**config.mk**
```make
export PLATFORM = sky130hd
export DESIGN_NAME = lsu_align_unit
export DESIGN_NICKNAME = d
export VERILOG_FILES = /design/src/rtl/lsu_pkg.sv /design/src/rtl/lsu_addr_gen.sv /design/src/rtl/lsu_store_lanes.sv /design/src/rtl/lsu_load_extend.sv /design/src/rtl/lsu_align_unit.sv
export SDC_FILE = /design/constraint.sdc
export NUM_CORES = 1
export LEC_CHECK = 0
export ABC_CLOCK_PERIOD_IN_PS = 5250
export BUFFER_PORTS_ARGS = -buffer_cell sky130_fd_sc_hd__buf_2
export CORE_AREA = 5 5 94 96
export CTS_CLUSTER_DIAMETER = 50
export DETAILED_ROUTE_END_ITERATION = 8
export DIE_AREA = 0 0 99 101
export GPL_ROUTABILITY_DRIVEN = 0
export PLACE_DENSITY = 0.88
export SYNTH_ARGS = -nofsm -noshare
export SYNTH_HDL_FRONTEND = slang
export SYNTH_SLANG_ARGS = --single-unit
```
**constraint.sdc**
```tcl
create_clock -name clk -period 5.25 [get_ports clk]
set_input_delay 0.7875 -clock clk [delete_from_list [all_inputs] [get_ports clk]]
set_output_delay 0.7875 -clock clk [all_outputs]
set_load 0.01 [all_outputs]
```
**src/rtl/lsu_pkg.sv**
```systemverilog
// Package: shared widths and encodings for the load/store alignment unit.
// Assumes a 32-bit datapath split into 8-bit lanes.
package lsu_pkg;
    localparam int XLEN   = 32;
    localparam int OFFW   = 16;
    localparam int LANES  = XLEN / 8;
    localparam int LANE_W = $clog2(LANES);

    // Request operation codes as seen on req_op.
    typedef enum logic [2:0] {
        OP_NONE = 3'd0,
        OP_LDW  = 3'd1,
        OP_LDB  = 3'd2,
        OP_LDBU = 3'd3,
        OP_STW  = 3'd4,
        OP_STB  = 3'd5
    } lsu_op_e;

    // Format applied to returned load data.
    typedef enum logic [1:0] {
        LK_WORD  = 2'd0,
        LK_SBYTE = 2'd1,
        LK_UBYTE = 2'd2
    } ld_kind_e;
endpackage

```
**src/rtl/lsu_addr_gen.sv**
```systemverilog
// Address generator: adds the sign-extended offset to the base.
// Splits the sum into a word address and a byte lane, and flags
// word accesses whose lane bits are nonzero. Purely combinational.
module lsu_addr_gen #(
    parameter int XLEN   = lsu_pkg::XLEN,
    parameter int OFFW   = lsu_pkg::OFFW,
    parameter int LANE_W = $clog2(XLEN / 8)
) (
    input  logic [XLEN-1:0]        base,
    input  logic [OFFW-1:0]        offset,
    input  logic                   word_acc,
    output logic [XLEN-LANE_W-1:0] word_addr,
    output logic [LANE_W-1:0]      lane,
    output logic                   misalign
);
    logic [XLEN-1:0] off_ext;
    logic [XLEN-1:0] byte_addr;

    // Sign-extend the offset and form the byte address.
    always_comb begin
        off_ext   = {{(XLEN-OFFW){offset[OFFW-1]}}, offset};
        byte_addr = base + off_ext;
    end

    // Split the address and test word alignment.
    always_comb begin
        word_addr = byte_addr[XLEN-1:LANE_W];
        lane      = byte_addr[LANE_W-1:0];
        misalign  = word_acc && (lane != '0);
    end
endmodule

```
**src/rtl/lsu_store_lanes.sv**
```systemverilog
// Store lane steering: a word store passes every lane straight through,
// a byte store repeats the low source byte on all lanes. Write enables
// follow the lane selection. Assumes the caller clears wr_en on faults.
module lsu_store_lanes #(
    parameter int XLEN   = lsu_pkg::XLEN,
    parameter int LANES  = XLEN / 8,
    parameter int LANE_W = $clog2(XLEN / 8)
) (
    input  logic              wr_en,
    input  logic              byte_mode,
    input  logic [LANE_W-1:0] lane,
    input  logic [XLEN-1:0]   src,
    output logic [LANES-1:0]  we,
    output logic [XLEN-1:0]   wdata
);
    // One steering slice per lane.
    for (genvar g = 0; g < LANES; g++) begin : g_lane
        assign wdata[8*g +: 8] = byte_mode ? src[7:0] : src[8*g +: 8];
        assign we[g]           = wr_en && (!byte_mode || (lane == LANE_W'(g)));
    end
endmodule

```
**src/rtl/lsu_load_extend.sv**
```systemverilog
// Load formatter: remembers the format and lane of an issued read and
// picks the lane from the word memory returns one cycle later. It then
// extends the byte and registers the result with a one-cycle strobe.
// Assumes memory read latency of exactly one cycle.
module lsu_load_extend
    import lsu_pkg::*;
#(
    parameter int XLEN   = lsu_pkg::XLEN,
    parameter int LANES  = XLEN / 8,
    parameter int LANE_W = $clog2(XLEN / 8)
) (
    input  logic              clk,
    input  logic              rst_n,
    input  logic              issue,
    input  ld_kind_e          kind,
    input  logic [LANE_W-1:0] lane,
    input  logic [XLEN-1:0]   rdata,
    output logic [XLEN-1:0]   result,
    output logic              valid
);
    logic              pend;
    ld_kind_e          kind_q;
    logic [LANE_W-1:0] lane_q;
    logic [7:0]        lane_bytes [LANES];
    logic [7:0]        picked;
    logic [XLEN-1:0]   fmt;

    // Stage 1: hold request attributes while memory reads.
    always_ff @(posedge clk) begin
        if (!rst_n) begin
            pend   <= 1'b0;
            kind_q <= LK_WORD;
            lane_q <= '0;
        end else begin
            pend <= issue;
            if (issue) begin
                kind_q <= kind;
                lane_q <= lane;
            end
        end
    end

    // Unpack the returned word into lanes.
    for (genvar g = 0; g < LANES; g++) begin : g_unpack
        assign lane_bytes[g] = rdata[8*g +: 8];
    end

    // Pick the lane and apply the extension.
    always_comb begin
        picked = lane_bytes[lane_q];
        case (kind_q)
            LK_WORD:  fmt = rdata;
            LK_SBYTE: fmt = {{(XLEN-8){picked[7]}}, picked};
            default:  fmt = {{(XLEN-8){1'b0}}, picked};
        endcase
    end

    // Stage 2: register the formatted result and its strobe.
    always_ff @(posedge clk) begin
        if (!rst_n) begin
            valid  <= 1'b0;
            result <= '0;
        end else begin
            valid <= pend;
            if (pend) result <= fmt;
        end
    end

    assert_valid_after_read_R2: assert property (@(posedge clk) disable iff (!rst_n)
        valid |-> $past(pend));
    assert_strobe_single_R2: assert property (@(posedge clk) disable iff (!rst_n)
        (valid && !$past(pend, 2)) |=> !valid);
endmodule

```
**src/rtl/lsu_align_unit.sv**
```systemverilog
// Top of the load/store alignment unit. Decodes the operation, forms
// the address, gates memory strobes on alignment and returns formatted
// load data two cycles after the request. Assumes one request per cycle
// and a memory with one-cycle read latency.
module lsu_align_unit
    import lsu_pkg::*;
#(
    parameter int XLEN   = lsu_pkg::XLEN,
    parameter int OFFW   = lsu_pkg::OFFW,
    parameter int LANES  = XLEN / 8,
    parameter int LANE_W = $clog2(XLEN / 8)
) (
    input  logic                   clk,
    input  logic                   rst_n,
    input  logic                   req_valid,
    input  logic [2:0]             req_op,
    input  logic [XLEN-1:0]        base,
    input  logic [OFFW-1:0]        offset,
    input  logic [XLEN-1:0]        st_data,
    output logic [XLEN-LANE_W-1:0] mem_addr,
    output logic                   mem_re,
    output logic [LANES-1:0]       mem_we,
    output logic [XLEN-1:0]        mem_wdata,
    input  logic [XLEN-1:0]        mem_rdata,
    output logic [XLEN-1:0]        ld_result,
    output logic                   ld_valid,
    output logic                   align_fault
);
    lsu_op_e           op;
    logic              is_load, is_store, is_word, is_byte;
    ld_kind_e          kind;
    logic              active, misalign, wr_en;
    logic [LANE_W-1:0] lane;

    // Decode the operation code into access attributes.
    always_comb begin
        op       = lsu_op_e'(req_op);
        is_load  = 1'b0;
        is_store = 1'b0;
        is_word  = 1'b0;
        kind     = LK_WORD;
        case (op)
            OP_LDW:  begin is_load = 1'b1; is_word = 1'b1; end
            OP_LDB:  begin is_load = 1'b1; kind = LK_SBYTE; end
            OP_LDBU: begin is_load = 1'b1; kind = LK_UBYTE; end
            OP_STW:  begin is_store = 1'b1; is_word = 1'b1; end
            OP_STB:  is_store = 1'b1;
            default: ;
        endcase
        is_byte = !is_word;
    end

    lsu_addr_gen #(.XLEN(XLEN), .OFFW(OFFW), .LANE_W(LANE_W)) u_addr (
        .base      (base),
        .offset    (offset),
        .word_acc  (is_word),
        .word_addr (mem_addr),
        .lane      (lane),
        .misalign  (misalign)
    );

    // Gate strobes on request presence and alignment.
    always_comb begin
        active      = req_valid && (is_load || is_store);
        align_fault = active && misalign;
        mem_re      = active && is_load && !misalign;
        wr_en       = active && is_store && !misalign;
    end

    lsu_store_lanes #(.XLEN(XLEN), .LANES(LANES), .LANE_W(LANE_W)) u_store (
        .wr_en     (wr_en),
        .byte_mode (is_byte),
        .lane      (lane),
        .src       (st_data),
        .we        (mem_we),
        .wdata     (mem_wdata)
    );

    lsu_load_extend #(.XLEN(XLEN), .LANES(LANES), .LANE_W(LANE_W)) u_load (
        .clk    (clk),
        .rst_n  (rst_n),
        .issue  (mem_re),
        .kind   (kind),
        .lane   (lane),
        .rdata  (mem_rdata),
        .result (ld_result),
        .valid  (ld_valid)
    );

    assert_fault_blocks_mem_R3: assert property (@(posedge clk) disable iff (!rst_n)
        align_fault |-> (mem_we == '0 && !mem_re));
    assert_read_gives_valid_R2: assert property (@(posedge clk) disable iff (!rst_n)
        mem_re |=> ##1 ld_valid);
    assert_byte_store_onehot_R7: assert property (@(posedge clk) disable iff (!rst_n)
        (req_valid && req_op == 3'd5) |-> ($countones(mem_we) == 1 && !align_fault));
    assert_word_store_full_R8: assert property (@(posedge clk) disable iff (!rst_n)
        (req_valid && req_op == 3'd4 && !align_fault) |-> (mem_we == '1));
    assert_idle_quiet_R9: assert property (@(posedge clk) disable iff (!rst_n)
        !req_valid |-> (mem_we == '0 && !mem_re && !align_fault));
endmodule

```
==> metrics.txt, run 1 <==
final hold violation count 0; Worst Path Max Fanout 3; CTS HTree Levels 2; worst relative slew slack between 10% and 20%; CP Launch Type input port; Final Cell Area between 4000 and 5000 um2; Mapped Area around 3700 um2; Clock Sink Count 38; CTS Buf Count 5; global route overflow 0; dpl ws 1.291 ns; crit path DAT roughly 3.2 ns; drt wl/cell between 15 and 20 um; # setup viols final 0; Starting Density approximately 46%; Die Y slightly above 100 um; Mean Syn Cell Area approximately 7.1 um2; synthesized instance count ~520; fillcell total between 700 and 800; Fmax 0.2491 GHz; final worst setup slack roughly 1.2 ns; Setup TNS Final 0 ns; core area roughly 8000 um2; Slew @ Worst Pin around 1.2 ns; Max Cap Viol 0; DPL Wire Length 10.48 mm; Via density about 5.5; Synth Register Bits 38; CP startpoint base[0]; first-pass GRT wire length about 20 mm; # Post-CTS Setup Buffers 0; input/output buffers 218; Detail Route Antenna Nets 0; Finished Core Util roughly 61%; hold buffers post-CTS 0; Area Growth Syn to Fin 31.02%; DP Area about 4700 um2; skew final between 0.006 and 0.007 ns; fraction of layout cells with a size suffix above 1 between 30% and 40%; status finished, final reports clean; first drt pass iteration count 5; Leakage Power ~2.5 nW; vias post-DR approximately 4500; final wirelength around 13 mm; number of synthesized flops with an enable pin 0; worst reg-to-reg setup slack 2.45 ns; register area share after synthesis 20.59%; Die Area approximately 10000 um2; CTS max path bufs 2; worst setup path category input port to output pin; Final nets 860; Period minus WS final 4.015 ns; largest net degree at the start of global routing 39; Reg clk slew, reported paths about 0.070 ns; initial antenna violation count 0; Rows 33; hold_sp u_load.result[4]; Slew Limit Fails 0; Total GRT Usage 23.32%; Async S/R FF share, synth 0%; PwrDens between 200 and 250 nW/um2; unrepaired setup endpoints after global routing false; hold crit path type flop to flop; final worst-path cycle share 76.47%; post-cts resize count 0; drt drc 0; Primary FF master, synth dfxtp_1; number of library cell types mapped by synthesis 58; die width slightly below 100 um; Clock Latency Late Sink approximately 0.29 ns; Ports 219; Iter 0 DRT Violations 277; Tot Pwr just over 1 mW; Req. time, crit path between 4 and 5 ns; CTS tree yes; Worst R2R Start u_load.pend; maximum VDD drop 0.0001216 V; vias in the first global route approximately 4200; yosys warns 0; number of diodes 0; Root Buffer clkbuf_8; syn_nets 672; Critical Path End Type output pin
==> logic make-up (layout without fill, tap and decap cells) <==
group / Yosys count / after routing / share of synthesized area (%)
flip-flops: 38 / 38 / 20.59
AND/OR/NAND/NOR: 190 / 190 / 22.76
XOR/XNOR: 35 / 35 / 8.297
multiplexers: 10 / 10 / 3.048
adder cells (fa/ha/maj): 32 / 32 / 11.04
buffers and inverters: 49 / 238 / 6.096
AO/OA/AOI/OAI: 168 / 168 / 28.18
==> power by group <==
part           leakage, nW  total (mW)  internal [mW]  switching [mW]
logic                 2.12       0.496          0.212           0.284
registers            0.309       0.310          0.299          0.0109
clock network       0.0482       0.205          0.106          0.0989
==> layout by cell type (no fill, tap or decap), types with 11 or more instances in the layout <==
master / synthesis / layout
a21oi_1: 70 / 70
xor2_1: 14 / 14
buf_2: 9 / 218
o21ai_1: 12 / 12
nand2_1: 116 / 116
xnor2_1: 21 / 21
o21ai_0: 29 / 29
ha_1: 31 / 31
nor2_1: 28 / 27
inv_1: 11 / 11
dfxtp_1: 38 / 38
==> flip-flops by register name, summed over array words and instances (netlist names) <==
name	count
u_load.lane_q	2
u_load.pend	1
u_load.result	32
u_load.kind_q	2
u_load.valid	1
==> worst paths after layout <==
kind / cells after the start / to
max: 12 / mem_addr[16]
min: 2 / u_load.result[4]
max reg2reg: 3 / u_load.result[16]
min reg2reg: 2 / u_load.result[4]
==> critical path, stage by stage <==
cell       delay, ns
buf_2           0.09
ha_1            0.18
inv_1           0.07
fa_1            0.39
and2b_1         0.25
o2111ai_2       0.15
a21oi_2         0.21
a311oi_2        0.16
o31ai_1         0.44
a21oi_1         0.17
xnor2_1         0.17
buf_2           0.15
==> layout make-up <==
class	instances	area (um2)	area share (%)
Multi-Input combinational cell	435	2718	56.14
Timing Repair Buffer	219	1099	22.69
Sequential cell	38	760.7	15.71
Tap cell	105	131.4	2.714
Clock buffer	7	86.33	1.783
Inverter	11	41.29	0.8529
Clock inverter	1	5.005	0.1034
==> stage by stage <==
step | cells | hold WS, ns
after CTS | 816 | 0.4747
after floorplan | 522 | 0.4947
after global placement | 808 | 0.4558
after global routing | 816 | 0.4999
after detailed placement | 808 | 0.4654
final | 816 | 0.4734
==> cell usage after synthesis (2+ instances only) <==
library cell  count  share of area (%)
o21ai_1          12                1.6
nor2b_1           4               0.68
dfxtp_1          38                 21
inv_1            11                1.1
o21ai_0          29                3.9
buf_4             8                1.6
xor2_1           14                3.3
buf_2             9                1.2
o221ai_1          8                1.9
a21oi_1          70                9.5
a211o_1           3               0.71
clkbuf_1         19                1.9
a31oi_1           3               0.51
and3_1            3               0.51
nand2_1         116                 12
mux2i_1           9                2.4
nand3_1           6               0.81
o21a_1            7                1.4
a21boi_0          8                1.6
ha_1             31                 10
nor3_1            2               0.27
o31a_1            2               0.47
nand4_1          10                1.7
xnor2_1          21                5.0
and2_1            6                1.0
a211oi_1          2               0.41
buf_1             2               0.20
o21bai_1          2               0.41
nor2_1           28                2.8
nand2b_1          3               0.51
nand3b_1          3               0.61
a21o_1            6                1.2
o211a_1           2               0.54
==> metal layers <==
layer / share of wire (%) / vias up / GRT usage (%)
li1: - / 2219 / -
met1: 40 / 2022 / 28.71
met2: 49 / 249 / 41.89
met3: 9.0 / 26 / 4.221
met4: 2.1 / 0 / 5.777
met5: 0 / - / 0
No activity file was read; power rests on OpenSTA's default activity.
==> run 2, diff against run 1 <==
--- a/config.mk
+++ b/config.mk
@@ -5,14 +5,14 @@
 export SDC_FILE = /design/constraint.sdc
 export NUM_CORES = 1
 export LEC_CHECK = 0
-export ABC_CLOCK_PERIOD_IN_PS = 5250
+export ABC_CLOCK_PERIOD_IN_PS = 3400
 export BUFFER_PORTS_ARGS = -buffer_cell sky130_fd_sc_hd__buf_2
-export CORE_AREA = 5 5 94 96
+export CORE_AREA = 5 5 103 105
 export CTS_CLUSTER_DIAMETER = 50
 export DETAILED_ROUTE_END_ITERATION = 8
-export DIE_AREA = 0 0 99 101
+export DIE_AREA = 0 0 108 110
 export GPL_ROUTABILITY_DRIVEN = 0
-export PLACE_DENSITY = 0.88
+export PLACE_DENSITY = 0.78
 export SYNTH_ARGS = -nofsm -noshare
 export SYNTH_HDL_FRONTEND = slang
 export SYNTH_SLANG_ARGS = --single-unit
==> constraint.sdc (replaced) <==
create_clock -name clk -period 3.4 [get_ports clk]
set_input_delay 0.51 -clock clk [delete_from_list [all_inputs] [get_ports clk]]
set_output_delay 0.51 -clock clk [all_outputs]
set_load 0.01 [all_outputs]
==> run 2 against run 1 <==
Register-to-register slack lost 1.1 ns. Sequential share of layout area shrank 0.28 points. Critical path depth unchanged. Total power is 55% higher. Setup slack lost 1.1 ns. Sequential power increased by 53%. Critical endpoint is now mem_addr[28].
==> metrics.txt, run 2 (synthesis gave the netlist of run 1 again) <==
DPL Wire Length 10.19 mm (-2.8%); Finished Core Util 51.60% (-9.1 points); Cell Int Power 958.7 uW (+55%); Starting Density 38.69% (-7.7 points); status finished, final reports clean; Sw Ratio 38.79% (-0.19 points); Area Growth Syn to Fin 33.36%; largest net degree at the start of global routing 39 (unchanged); number of diodes 0 (unchanged); share of power burned in registers 30.2% (-0.5 points); Total GRT Usage 19.21% (-4.1 points); Largest stage delay, worst path 0.36 ns (-0.08 ns); combinational share of power 49.8% (+0.7 points); Final nets 865 (+0.58%); Ports 219 (unchanged); met3 usage 3.786% (-0.44 points); Detail Route Antenna Nets 0 (unchanged); global route overflow 0 (unchanged); skew final 0.007228 ns (+0.0008645 ns); Critical Path End Type output pin; worst reg-to-reg setup slack 1.40 ns (-1.05 ns); r2r worst-path depth 4 (+1); final worst-path cycle share 95.88%; hold buffers post-CTS 0 (unchanged); Clk pwr share 20.0% (-0.3 points); R2R Path End u_load.result[29]; Die Y 110 um (+8.9%); Die Area 11880 um2 (+19%); core area 9549 um2 (+20%); Setup TNS Final 0 ns (unchanged); # Post-CTS Setup Buffers 0 (unchanged); Crit. path cell count 12 (unchanged); Clock Sink Count 38 (unchanged); drt drc 0 (unchanged); # setup viols final 0 (unchanged); CTS Buf Count 5 (unchanged); Reg clk slew, reported paths 0.07 ns (about the same); Max Cap Viol 0 (unchanged); grt met1 use 25.42% (-3.3 points); input/output buffers 218 (unchanged); CP max stage cell fa_2; CP most frequent cell buf_2; Rows 36 (+9.1%); CP startpoint offset[0]; Clock Latency Late Sink 0.29 ns (about the same); worst setup path category input port to output pin; gr busiest metal met2; Fmax just over 0.3 GHz; vias in the first global route 4106 (-3.0%); fraction of layout cells with a size suffix above 1 34.08% (+0.89 points); Period minus WS final 3.260 ns; final wirelength 12.53 mm (-1.6%); most common cell after layout, fill and taps aside buf_2; Req. time, crit path 2.89 ns (-1.57 ns); crit-path leading delay family compound AO/OA/AOI/OAI gates; post-cts resize count 0 (unchanged); unrepaired setup endpoints after global routing false; Via density 5.241 (-5.3%); CTS HTree Levels 2 (unchanged); met2 usage 32.28% (-9.6 points); largest registers u_load.result (32), u_load.kind_q (2), u_load.lane_q (2); commonest non-fill, non-tap cells in the layout buf_2, nand2_1, a21oi_1; most flop-heavy register u_load.result; first drt pass iteration count 5 (unchanged); CP Buf/Inv Count 3 (unchanged); Iter 0 DRT Violations 258 (-6.9%); initial antenna violation count 0 (unchanged); Slew Limit Fails 0 (unchanged); CP Launch Type input port; vias post-DR 4450 (-1.5%); final hold violation count 0 (unchanged); critical-path cell list buf_2 -> ha_1 -> inv_1 -> fa_2 -> and2b_1 -> o2111ai_2 -> a21oi_2 -> a311oi_2 -> o21a_2 -> o31ai_4 -> xor2_1 -> buf_2; max reg flops 32 (unchanged); net switching power figure 607.4 uW (+54%); maximum VDD drop 0.0001439 V (+18%); PwrDens 317.8 nW/um2 (+52%); Worst R2R Start u_load.lane_q[1]; CTS tree yes; Slew @ Worst Pin 0.5505 ns (-0.6560 ns); crit path DAT 2.75 ns (-0.48 ns); hold crit path type input port to flop; fillcell total 1001 (+39%); worst setup path endpoint mem_addr[28]; Root Buffer clkbuf_8; Leakage Power 2.504 nW (+1.1%); die width 108 um (+9.1%); worst relative slew slack 63.18% (+44 points); Worst Path Max Fanout 3 (unchanged); first-pass GRT wire length 18.93 mm (-4.0%); drt wl/cell 14.76 um (-5.4%); WHS 0.4724 ns (-0.001032 ns); CTS max path bufs 2 (unchanged)
run 2: cell count changes in the layout (fill, tap and decap cells not counted), sizes merged:
cell,delta
clkbuf,+1
buf,+4
run 2: per-stage QoR:
stage	std cells	power, mW	cell area (um2)	setup slack, ns
2_1_floorplan	522	0.9608	3695	0.4019
3_3_place_gp	841	1.249	4822	0.1075
3_5_place_dp	841	1.251	4822	0.07440
4_1_cts	849	1.565	4913	0.05667
5_1_grt	849	1.673	4927	0.01133
6_report	849	1.566	4927	0.1401
run 2: cell type report:
class,instances,area (um2),share of cell area (%)
multi-input combinational,435,2729,55.38
sequential,38,760.7,15.44
tap,133,166.4,3.377
inverter,11,41.29,0.8380
clock inverter,1,5.005,0.1016
timing repair buffer,224,1139,23.11
clock buffer,7,86.33,1.752
run 2: power groups by stage:
stage | Sequential, mW | Combinational, mW | Clock (mW)
6_report | 0.473 | 0.780 | 0.313
5_1_grt | 0.475 | 0.854 | 0.345
4_1_cts | 0.473 | 0.773 | 0.319
3_5_place_dp | 0.483 | 0.768 | 0
3_3_place_gp | 0.483 | 0.766 | 0
2_1_floorplan | 0.487 | 0.474 | 0
run 2: layer usage:
| metal | part of all wire, % | vias up | wire length [um] |
|---|---|---|---|
| met5 | 0 | - | 0 |
| met4 | 1.4 | 0 | 180 |
| met3 | 9.9 | 20 | 1239 |
| met2 | 47 | 219 | 5841 |
| met1 | 42 | 1991 | 5265 |
| li1 | - | 2220 | - |
run 2: worst min path at each step:
stage / cells after the start / end / from / slack [ns]
3_5_place_dp: 2 / u_load.result[4] / u_load.result[4] / 0.46
3_3_place_gp: 2 / u_load.result[4] / u_load.result[4] / 0.46
4_1_cts: 3 / u_load.result[25] / mem_rdata[25] / 0.47
6_report: 3 / u_load.result[25] / mem_rdata[25] / 0.47
5_1_grt: 3 / u_load.result[27] / mem_rdata[27] / 0.47
2_1_floorplan: 2 / u_load.result[0] / u_load.result[0] / 0.49
run 2: worst reg2reg max path, cell delays in order, from the launching register on:
cell     delay [ns]
dfxtp_1        0.56
mux4_2         0.41
a31oi_2        0.52
buf_4          0.31
a21oi_1        0.10
